[src/rtl/txg_pkg.sv]
package txg_pkg;

   typedef enum logic [1:0] {
      DTR_SOFT   = 2'b00,
      DTR_RXFLOW = 2'b01,
      DTR_EN_LO  = 2'b10,
      DTR_EN_HI  = 2'b11
   } dtr_mode_e;

   localparam int unsigned CTRL_W    = 4;
   localparam int unsigned HOLD_POS  = 0;
   localparam int unsigned GATE_POS  = 1;
   localparam int unsigned MODE_LSB  = 2;

   typedef struct packed {
      dtr_mode_e mode;
      logic      dsr_gate;
      logic      hold;
   } ctrl_t;

endpackage

[src/rtl/txg_hold_sync.sv]
module txg_hold_sync (
   input  logic clk,
   input  logic rst_n,
   input  logic wr_en,
   input  logic hold_in,
   input  logic shift_busy,
   input  logic char_done,
   output logic hold_active
);

   logic pend_q;
   logic act_q;
   logic apply;

   assign apply = !shift_busy || char_done;

   always_ff @(posedge clk) begin
      if (!rst_n) begin
         pend_q <= 1'b0;
         act_q  <= 1'b0;
      end else begin
         if (wr_en) pend_q <= hold_in;
         if (apply) act_q  <= pend_q;
      end
   end

   assign hold_active = act_q;

   AST_HOLD_FROZEN: assert property (@(posedge clk) disable iff (!rst_n)
      (shift_busy && !char_done) |=> $stable(hold_active));

   AST_HOLD_LANDS: assert property (@(posedge clk) disable iff (!rst_n)
      (char_done) |=> (hold_active == $past(pend_q)));

endmodule

[src/rtl/txg_rx_flow.sv]
module txg_rx_flow #(
   parameter int unsigned LVL_W = 7
) (
   input  logic             clk,
   input  logic             rst_n,
   input  logic [LVL_W-1:0] level,
   input  logic [LVL_W-1:0] thr_hi,
   input  logic [LVL_W-1:0] thr_lo,
   output logic             stop
);

   logic at_hi;
   logic below_lo;
   logic stop_q;

   assign at_hi    = (level >= thr_hi);
   assign below_lo = (level <  thr_lo);

   always_ff @(posedge clk) begin
      if (!rst_n)        stop_q <= 1'b0;
      else if (at_hi)    stop_q <= 1'b1;
      else if (below_lo) stop_q <= 1'b0;
   end

   assign stop = stop_q;

   AST_FLOW_SET: assert property (@(posedge clk) disable iff (!rst_n)
      (level >= thr_hi) |=> stop);

   AST_FLOW_KEEP: assert property (@(posedge clk) disable iff (!rst_n)
      (level >= thr_lo && level < thr_hi) |=> (stop == $past(stop)));

endmodule

[src/rtl/txg_rs485_en.sv]
module txg_rs485_en (
   input  logic clk,
   input  logic rst_n,
   input  logic tx_empty,
   input  logic line_idle,
   output logic drv_en
);

   logic en_q;

   always_ff @(posedge clk) begin
      if (!rst_n)         en_q <= 1'b0;
      else if (!tx_empty) en_q <= 1'b1;
      else if (line_idle) en_q <= 1'b0;
   end

   assign drv_en = en_q;

   AST_EN_RISE: assert property (@(posedge clk) disable iff (!rst_n)
      (!tx_empty) |=> drv_en);

   AST_EN_LINGER: assert property (@(posedge clk) disable iff (!rst_n)
      (drv_en && !line_idle) |=> drv_en);

endmodule

[src/rtl/uart_tx_gate_dtr.sv]
module uart_tx_gate_dtr
   import txg_pkg::*;
#(
   parameter int unsigned LVL_W           = 7,
   parameter int unsigned DSR_SYNC_STAGES = 0
) (
   input  logic                    clk,
   input  logic                    rst_n,
   input  logic                    ctrl_we,
   input  logic [CTRL_W-1:0]       ctrl_data,
   input  logic                    modem_dtr_on,
   input  logic                    dsr_n,
   input  logic [LVL_W-1:0]        rx_level,
   input  logic [LVL_W-1:0]        rx_thr_hi,
   input  logic [LVL_W-1:0]        rx_thr_lo,
   input  logic                    tx_empty,
   input  logic                    line_idle,
   input  logic                    shift_busy,
   input  logic                    char_done,
   input  logic                    fc_req,
   output logic                    start_ok,
   output logic                    fc_ok,
   output logic                    dtr_n
);

   localparam int unsigned MAX_SYNC = 4;

   generate
      if (LVL_W < 1 || LVL_W > 16) begin : g_bad_lvl
         $error("uart_tx_gate_dtr: LVL_W must be 1..16");
      end
      if (DSR_SYNC_STAGES > MAX_SYNC) begin : g_bad_sync
         $error("uart_tx_gate_dtr: DSR_SYNC_STAGES too large");
      end
   endgenerate

   ctrl_t     ctrl_w;
   logic      gate_q;
   dtr_mode_e mode_q;

   assign ctrl_w = ctrl_t'(ctrl_data);

   always_ff @(posedge clk) begin
      if (!rst_n) begin
         gate_q <= 1'b0;
         mode_q <= DTR_SOFT;
      end else if (ctrl_we) begin
         gate_q <= ctrl_w.dsr_gate;
         mode_q <= ctrl_w.mode;
      end
   end

   // DSR conditioning: direct or through a reset-to-inactive chain
   logic dsr_n_eff;
   generate
      if (DSR_SYNC_STAGES == 0) begin : g_dsr_direct
         assign dsr_n_eff = dsr_n;
      end else begin : g_dsr_sync
         logic [DSR_SYNC_STAGES-1:0] chain_q;
         always_ff @(posedge clk) begin
            if (!rst_n) chain_q <= '1;
            else        chain_q <= {chain_q[DSR_SYNC_STAGES-2:0], dsr_n};
         end
         assign dsr_n_eff = chain_q[DSR_SYNC_STAGES-1];
      end
   endgenerate

   logic hold_active;
   logic stop;
   logic drv_en;

   txg_hold_sync u_hold (
      .clk         (clk),
      .rst_n       (rst_n),
      .wr_en       (ctrl_we),
      .hold_in     (ctrl_w.hold),
      .shift_busy  (shift_busy),
      .char_done   (char_done),
      .hold_active (hold_active)
   );

   txg_rx_flow #(.LVL_W(LVL_W)) u_flow (
      .clk    (clk),
      .rst_n  (rst_n),
      .level  (rx_level),
      .thr_hi (rx_thr_hi),
      .thr_lo (rx_thr_lo),
      .stop   (stop)
   );

   txg_rs485_en u_drv (
      .clk       (clk),
      .rst_n     (rst_n),
      .tx_empty  (tx_empty),
      .line_idle (line_idle),
      .drv_en    (drv_en)
   );

   logic dsr_block;
   assign dsr_block = gate_q && dsr_n_eff;

   assign start_ok = !hold_active && !dsr_block && !fc_req;
   assign fc_ok    = fc_req;

   logic dtr_next;
   always_comb begin
      unique case (mode_q)
         DTR_SOFT:   dtr_next = !modem_dtr_on;
         DTR_RXFLOW: dtr_next = stop;
         DTR_EN_LO:  dtr_next = !drv_en;
         DTR_EN_HI:  dtr_next = drv_en;
         default:    dtr_next = 1'b1;
      endcase
   end

   logic dtr_q;
   always_ff @(posedge clk) begin
      if (!rst_n) dtr_q <= 1'b1;
      else        dtr_q <= dtr_next;
   end
   assign dtr_n = dtr_q;

   AST_HOLD_BLOCKS: assert property (@(posedge clk) disable iff (!rst_n)
      hold_active |-> !start_ok);

   AST_DSR_BLOCKS: assert property (@(posedge clk) disable iff (!rst_n)
      (gate_q && dsr_n_eff) |-> !start_ok);

   AST_FC_FIRST: assert property (@(posedge clk) disable iff (!rst_n)
      fc_req |-> (fc_ok && !start_ok));

   AST_DTR_FLOW_OFF: assert property (@(posedge clk) disable iff (!rst_n)
      (mode_q == DTR_RXFLOW && stop) |=> dtr_n);

   AST_DTR_EN_LO: assert property (@(posedge clk) disable iff (!rst_n)
      (mode_q == DTR_EN_LO && drv_en) |=> !dtr_n);

   AST_DTR_EN_HI: assert property (@(posedge clk) disable iff (!rst_n)
      (mode_q == DTR_EN_HI && drv_en) |=> dtr_n);

endmodule

[config.mk]
export PLATFORM = sky130hd
export DESIGN_NAME = uart_tx_gate_dtr
export DESIGN_NICKNAME = d
export VERILOG_FILES = /design/src/rtl/txg_pkg.sv /design/src/rtl/txg_hold_sync.sv /design/src/rtl/txg_rx_flow.sv /design/src/rtl/txg_rs485_en.sv /design/src/rtl/uart_tx_gate_dtr.sv
export SDC_FILE = /design/constraint.sdc
export NUM_CORES = 1
export LEC_CHECK = 0
export BUFFER_PORTS_ARGS = -buffer_cell sky130_fd_sc_hd__clkbuf_2
export CELL_PAD_IN_SITES_DETAIL_PLACEMENT = 0
export CELL_PAD_IN_SITES_GLOBAL_PLACEMENT = 1
export CORE_ASPECT_RATIO = 1.4
export CORE_MARGIN = 5
export CORE_UTILIZATION = 29
export CTS_CLUSTER_DIAMETER = 30
export DETAILED_ROUTE_END_ITERATION = 8
export HOLD_SLACK_MARGIN = 0.15
export PLACE_DENSITY_LB_ADDON = 0.1
export SLEW_MARGIN = 10
export SYNTH_ARGS = -nofsm -noshare
export SYNTH_HDL_FRONTEND = slang
export SYNTH_SLANG_ARGS = --single-unit
export TNS_END_PERCENT = 1
[constraint.sdc]
create_clock -name clk -period 1.48 [get_ports clk]
set_input_delay 0.074 -clock clk [delete_from_list [all_inputs] [get_ports clk]]
set_output_delay 0.074 -clock clk [all_outputs]
set_load 0.01 [all_outputs]
==> impl_metrics.tcl, run 1 <==
set metrics [dict create \
    outcome "finished clean" \
    grt_setup_unrepaired "false" \
    grt-ovfl-total 0 \
    vias 620 \
    arrival_ps 1480 \
    cts_buffer_depth 2 \
    gp_congestion 0.633 \
    synth_compound_area_share_pct 13.1 \
    row_count 20 \
    synthDistinctLibCells 21 \
    yosys_warnings 0 \
    power.leakage_nw 0.530 \
    vias_per_cell 4.37 \
    n_antenna_cell 0 \
    fmax_mhz 740 \
    start_kind "input pin" \
    synth_area_um2 651 \
    p_int_mw 0.425 \
    hold_violations 0 \
    cpMaxStageDelayCell "dlygate4sd3_1" \
    maxSlewViolCount 0 \
    critPathBufInv 3 \
    postCtsSetupBuffers 0 \
    ios 38 \
    first_pass_iters 3 \
    combinationalPowerShare_pct 30.2 \
    drc_errors 0 \
    grt_pass1_wl_mm 2.39 \
    setup-tns-final_ps 0 \
    drive_above_1_share_pct 34.2 \
    end_kind "flip-flop" \
    cts_made_buffers 3 \
    pwr-share-clk_pct 27.8 \
    path_cells "dlygate4sd3_1 > clkbuf_2 > a21boi_0 > dlygate4sd3_1" \
    worst_ep_required_time_ps 1610 \
    finClkSkew_ps 2.63 \
    htree_levels 1 \
    synth.ff_latch_count 8 \
    port_buffers 37 \
    netlist_instances 76 \
    clkSlewWorstSetupHoldPaths_ps 50 \
    cp_top_family "buffers and inverters" \
    synth-simple-area-share_pct 15.8 \
    antenna_found_initial 0 \
    nets 170 \
    die_area_mm2 0.00330 \
    cpMostUsedCell "dlygate4sd3_1" \
    post-route-min-period_ps 1350 \
    tritoncts "done" \
    ant_nets 0 \
    yosysSeqAreaShare_pct 24.6 \
    clk_latency_ps 250 \
    synth_top_family_by_area "adder cells" \
    hpwl_mm 1.25 \
    cts_resized 0 \
    yosys.area_share.xor_xnor_pct 1.35 \
    fill_cells 246 \
    grt_max_degree 11 \
    slew_headroom_pct 87.5 \
    path_max_fanout 10 \
    period_share_pct 91.4 \
    synth_nets 124 \
    setup_violations 0 \
    vdd_drop_max_v 0.000183 \
    layout_commonest_cell "clkbuf_2" \
    p_switching_mw 0.147 \
    cap_violations 0 \
    clock_sinks 8 \
    whs_ps 185 \
    crit_type "in -> reg" \
    cts.hold.buffers_added 7 \
    p_per_area_mw_per_mm2 610 \
    avgSynthCellArea_um2 8.56 \
    area_growth_pct 44.0 \
    grt_usage_pct 9.03 \
    die_h_um 66.0 \
    synth_mux_area_share_pct 9.23 \
    core_area_mm2 0.00215 \
    start_util_pct 30.2 \
    seqPwrFrac_pct 41.9 \
    min_path_type "in -> reg" \
    drt-total-wl_mm 1.40 \
    cts_root_buffer "clkbuf_4" \
    cpPeakStageDelay_ps 560 \
    grt_pass1_vias 632 \
    dp.cells 132 \
    first_iter_violations 3 \
    synth_adder_area_share_pct 25.0 \
    final_cells 142 \
    p_sw_share_pct 25.7 \
    worst_pin_slew_ps 186 \
    wl_per_cell_um 9.87 \
    die_w_um 50.0 \
    most-common-layout-cells "clkbuf_2, inv_1, ha_1" \
]
## final cells by class
cell class	count	area, um2	area share, %
multi-input cells	51	419	44.7
repair buffers	44	255	27.2
flip-flops and latches	8	160	17.1
inverters	14	52.6	5.61
well taps	22	27.5	2.94
clock buffers	3	22.5	2.40
## path summary, 6_finish.rpt
check	from	to	slack, ps	depth (start not counted)
max	rst_n	u_drv.drv_en	130	4
min reg2reg	mode_q[1]	dtr_n	500	1
min	shift_busy	u_hold.hold_active	180	4
max reg2reg	u_drv.drv_en	u_drv.drv_en	300	3
## registers in the layout (all words and copies together) (netlist names)
| name | flops |
|---|---|
| u_drv.drv_en | 1 |
| u_hold.hold_active | 1 |
| u_flow.stop | 1 |
| u_hold.pend_q | 1 |
| dtr_n | 1 |
| gate_q | 1 |
| mode_q | 2 |
## synth_stat cells (all sizes together)
library cell / n / area (um2)
nand4: 2 / 12.5
o211ai: 2 / 15.0
o21ai: 2 / 10.0
a21boi: 1 / 7.51
inv: 14 / 52.6
xnor2: 1 / 8.76
or3: 1 / 6.26
clkbuf: 1 / 3.75
a21o: 1 / 7.51
nand2: 2 / 7.51
buf: 2 / 15.0
nor2b: 6 / 37.5
nand3: 2 / 10.0
a211oi: 2 / 20.0
a21oi: 5 / 25.0
mux2i: 6 / 60.1
nand2b: 4 / 25.0
nor2: 1 / 3.75
ha: 13 / 163
dfxtp: 8 / 160
## power by group through the flow
stage	registers, mW	logic [mW]	clock network, mW
after CTS	0.240	0.178	0.170
after detailed placement	0.245	0.162	0
after global placement	0.244	0.160	0
after floorplan	0.244	0.0944	0
final	0.240	0.173	0.159
after global routing	0.241	0.200	0.186
## metrics by stage
step                      instance area, um2  worst slack [ps]  utilization, %  power (mW)
after floorplan                          651               351               -       0.338
after CTS                                937               144            43.5       0.588
final                                    937               128            43.5       0.572
after global placement                   845               214            39.2       0.404
after detailed placement                 845               171            39.2       0.406
after global routing                     937              71.4            43.5       0.628
## kinds of logic (layout without fill, tap and decap cells)
logic type / after synthesis / count (layout)
AND/OR/NAND/NOR: 18 / 18
buffers and inverters: 17 / 61
adder cells (fa/ha/maj): 13 / 13
AO/OA/AOI/OAI: 13 / 13
flip-flops: 8 / 8
multiplexers: 6 / 6
XOR/XNOR: 1 / 1
## worst min-delay path: stages
cell and delay (ps):
clkbuf_2 80, nand2b_1 70, mux2i_1 80, nor2b_1 90
## layer usage
metal  track usage, %  vias to the layer above  part of all wire [%]
met1             10.2                      257                    42
met4             4.92                        0                     0
met2             15.3                       19                    52
met3             2.03                        0                   6.6
li1                 -                      344                     -
met5                0                        -                     0
Note: power is estimated with default switching activity, not from simulation.
==> run 2, diff against run 1 <==
- CELL_PAD_IN_SITES_DETAIL_PLACEMENT: 0 -> default
- CELL_PAD_IN_SITES_GLOBAL_PLACEMENT: 1 -> default
- CORE_ASPECT_RATIO: 1.4 -> default
- CORE_UTILIZATION: 29 -> 42
- PLACE_DENSITY: default -> 0.77
- PLACE_DENSITY_LB_ADDON: 0.1 -> default
==> impl_metrics.tcl, run 2 (synthesis results as in run 1) <==
set metrics [dict create \
    outcome "finished clean" \
    row_count 14 \
    p_per_area_mw_per_mm2 617 \
    first_pass_iters 2 \
    wl_per_cell_um 10.8 \
    clock_sinks 8 \
    setup-tns-final_ps 0 \
    start_util_pct 43.7 \
    port_buffers 37 \
    vias_per_cell 4.76 \
    grt_usage_pct 12.6 \
    cts_root_buffer "clkbuf_4" \
    layout_commonest_cell "clkbuf_2" \
    largest_register_ffs 2 \
    power.leakage_nw 0.530 \
    pwr-share-clk_pct 27.7 \
    hpwl_mm 1.26 \
    area_growth_pct 42.9 \
    p_sw_share_pct 25.9 \
    most-common-layout-cells "clkbuf_2, inv_1, ha_1" \
    n_antenna_cell 0 \
    die_area_mm2 0.00244 \
    final_cells 136 \
    worst_ep_required_time_ps 1610 \
    ios 38 \
    p_switching_mw 0.149 \
    period_share_pct 91.2 \
    slew_headroom_pct 88.1 \
    end_kind "flip-flop" \
    cts_buffer_depth 2 \
    vdd_drop_max_v 0.000303 \
    vias 647 \
    ant_nets 0 \
    clk_latency_ps 250 \
    tritoncts "done" \
    start_kind "input pin" \
    p_int_mw 0.425 \
    drive_above_1_share_pct 34.2 \
    pre_cts_slack_ps 193 \
    setup_violations 0 \
    antenna_found_initial 0 \
    fin_util_pct 62.4 \
    fin_ws_ps 130 \
    clkSlewWorstSetupHoldPaths_ps 50 \
    combinationalPowerShare_pct 30.5 \
    grt_max_degree 11 \
    die_h_um 49.4 \
    cts_made_buffers 3 \
    cap_violations 0 \
    post-route-min-period_ps 1350 \
    htree_levels 1 \
    hold_violations 0 \
    core_area_mm2 0.00149 \
    fin_area_um2 930 \
    die_w_um 49.4 \
    gp_congestion 0.682 \
    finClkSkew_ps 2.34 \
    dpl-instance-area_um2 837 \
    grt_pass1_vias 642 \
    drc_errors 0 \
    dp.cells 126 \
    seqPwrFrac_pct 41.8 \
    drt-total-wl_mm 1.46 \
    grt_pass1_wl_mm 2.48 \
    maxSlewViolCount 0 \
    path_max_fanout 10 \
    arrival_ps 1480 \
    crit_type "in -> reg" \
    grt-ovfl-total 0 \
    nets 170 \
    fmax_mhz 741 \
    regMostFlops "mode_q" \
    grt_setup_unrepaired "false" \
    worst_pin_slew_ps 177 \
    first_iter_violations 1 \
    min_path_type "in -> reg" \
]
## run 2: cell counts in the layout (fill, tap and decap cells not counted)
No cell type changed its count.
## run 2: power by group through the flow
stage / Clock [mW] / Combinational (mW) / Sequential (mW)
after floorplan: 0 / 0.0944 / 0.244
after global placement: 0 / 0.155 / 0.244
after detailed placement: 0 / 0.162 / 0.244
after CTS: 0.167 / 0.178 / 0.240
after global routing: 0.177 / 0.202 / 0.241
final: 0.159 / 0.175 / 0.240
## run 2: final timing paths
path	from	end	slack, ps	cells past startpoint
max	rst_n	u_drv.drv_en	130	4
min	shift_busy	u_hold.hold_active	190	4
max reg2reg	u_drv.drv_en	u_drv.drv_en	310	3
min reg2reg	mode_q[1]	dtr_n	500	1
## run 2: worst max-delay path, stage by stage
cell and delay [ps]:
dlygate4sd3_1 530, clkbuf_2 170, a21boi_0 140, dlygate4sd3_1 560
## run 2: per-layer routing
metal,track usage [%],wire length [um],up-vias
li1,-,-,344
met1,14.0,582,272
met2,21.5,703,29
met3,3.98,160,2
met4,5.38,15,0
met5,0,0,-
## run 2: per-stage QoR
stage / hold slack, ps / power [mW]
after detailed placement: 279 / 0.406
after floorplan: 180 / 0.338
after CTS: 192 / 0.585
final: 190 / 0.574
after global placement: 262 / 0.398
after global routing: 218 / 0.620
## run 2: layout make-up
| type | count | area (um2) |
|---|---|---|
| clock buffers | 3 | 22.5 |
| fillers | 115 | 559 |
| inverters | 14 | 52.6 |
| multi-input cells | 51 | 419 |
| flip-flops and latches | 8 | 160 |
| well taps | 16 | 20.0 |
| repair buffers | 44 | 255 |
## run 2: timing repair
item	CTS	global route
gates resized for setup	0	0
setup buffers	0	0
hold endpoints to repair	6	0
hold buffers	7	0
==> run 3, diff against run 2 <==
- CORE_UTILIZATION: 42 -> 38
- PLACE_DENSITY: 0.77 -> 0.74
- SETUP_SLACK_MARGIN: default -> 0.3
- clock period: 1.48 -> 1.2 ns (I/O delays scaled with it)
==> impl_metrics.tcl, run 3 (synthesis results as in run 1) <==
set metrics [dict create \
    grt_usage_pct 12.0 \
    area_growth_pct 46.2 \
    grt_setup_unrepaired "true" \
    die_h_um 51.4 \
    worst_ep_required_time_ps 1140 \
    ant_nets 0 \
    tritoncts "done" \
    maxSlewViolCount 0 \
    first_iter_violations 4 \
    crit-reg2reg-launch "mode_q[0]" \
    gp_congestion 0.695 \
    ios 38 \
    grt_max_degree 11 \
    worstReg2RegEnd "dtr_n" \
    drive_above_1_share_pct 36.7 \
    cts_made_buffers 3 \
    wl_per_cell_um 10.7 \
    nets 170 \
    start_kind "flip-flop" \
    fin_ws_ps 259 \
    rr_worst_depth 2 \
    power.leakage_nw 0.529 \
    vdd_drop_max_v 0.000291 \
    drc_errors 0 \
    start_util_pct 39.0 \
    clkSlewWorstSetupHoldPaths_ps 50 \
    post-route-min-period_ps 941 \
    hpwl_mm 1.30 \
    grt_pass1_vias 611 \
    period_share_pct 78.4 \
    grt_pass1_wl_mm 2.41 \
    fmax_mhz 1060 \
    cts_root_buffer "clkbuf_4" \
    largest_register_ffs 2 \
    worst_pin_slew_ps 167 \
    arrival_ps 880 \
    slew_headroom_pct 88.8 \
    row_count 15 \
    drt-total-wl_mm 1.47 \
    path_max_fanout 2 \
    cts_buffer_depth 2 \
    grt-ovfl-total 0 \
    hold_start "rst_n" \
    port_buffers 37 \
    setup-tns-final_ps 0 \
    die_w_um 51.4 \
    end_kind "output pin" \
    whs_path_depth 2 \
    cap_violations 0 \
    pre_cts_slack_ps 4.62 \
    reg2reg_setup_slack_ps 410 \
    most-common-layout-cells "clkbuf_2, inv_1, ha_1" \
    regMostFlops "mode_q" \
    crit_type "reg -> out" \
    outcome "finished clean" \
    finClkSkew_ps 3.64 \
    htree_levels 1 \
    vias_per_cell 4.88 \
    vias 669 \
    layout_commonest_cell "clkbuf_2" \
    hold_violations 0 \
    min_path_type "in -> reg" \
    p_per_area_mw_per_mm2 752 \
    antenna_found_initial 0 \
    clk_latency_ps 250 \
    clock_sinks 8 \
    n_antenna_cell 0 \
    die_area_mm2 0.00264 \
    first_pass_iters 4 \
    core_area_mm2 0.00167 \
    min_to "u_hold.pend_q" \
    setup_violations 0 \
]
run 3: what timing repair did:
action	4_1_cts	5_1_grt
resized for setup	1	1
setup endpoints to repair	2	2
hold endpoints to repair	6	0
hold buffers	7	0
buffers inserted	0	0
run 3: worst max-delay path by stage:
stage	end	from	slack (ps)	cells after the start
after detailed placement	u_flow.stop	rx_level[0]	5	8
final	start_ok	gate_q	260	2
after global routing	start_ok	gate_q	180	2
after global placement	u_flow.stop	rx_level[0]	40	8
after floorplan	u_flow.stop	rx_level[0]	200	7
after CTS	start_ok	gate_q	230	2
run 3: routing by layer:
| layer | up-vias | routed length (um) | part of all wire (%) | track usage, % |
|---|---|---|---|---|
| li1 | 344 | - | - | - |
| met4 | 0 | 17 | 1.2 | 5.24 |
| met5 | - | 0 | 0 | 0 |
| met1 | 295 | 568 | 39 | 12.3 |
| met2 | 28 | 737 | 50 | 22.7 |
| met3 | 2 | 147 | 10 | 2.92 |
run 3: cell type report:
cell class | count | area [um2]
Multi-Input combinational cell | 51 | 437
Inverter | 14 | 55.1
Tap cell | 17 | 21.3
Fill cell | 165 | 719
Sequential cell | 8 | 160
Timing Repair Buffer | 44 | 255
Clock buffer | 3 | 22.5
run 3: power breakdown:
group	internal [mW]	switching (mW)	leakage, nW
registers	0.285	0.0110	0.0663
logic	0.128	0.0924	0.449
clock network	0.114	0.0850	0.0138
run 3: worst max-delay path: stages, from the launching register on:
cell      delay (ps)
dfxtp_1          310
a211oi_2         160
buf_2            160
run 3: metrics by stage:
step | cells | util, % | instance area [um2] | power, mW | hold WS, ps
after floorplan | 76 | - | 666 | 0.419 | 166
after global placement | 127 | 51.1 | 853 | 0.497 | 254
after detailed placement | 127 | 51.1 | 853 | 0.506 | 260
after CTS | 137 | 56.9 | 951 | 0.732 | 153
after global routing | 137 | 56.9 | 951 | 0.775 | 173
final | 137 | 56.9 | 951 | 0.715 | 155
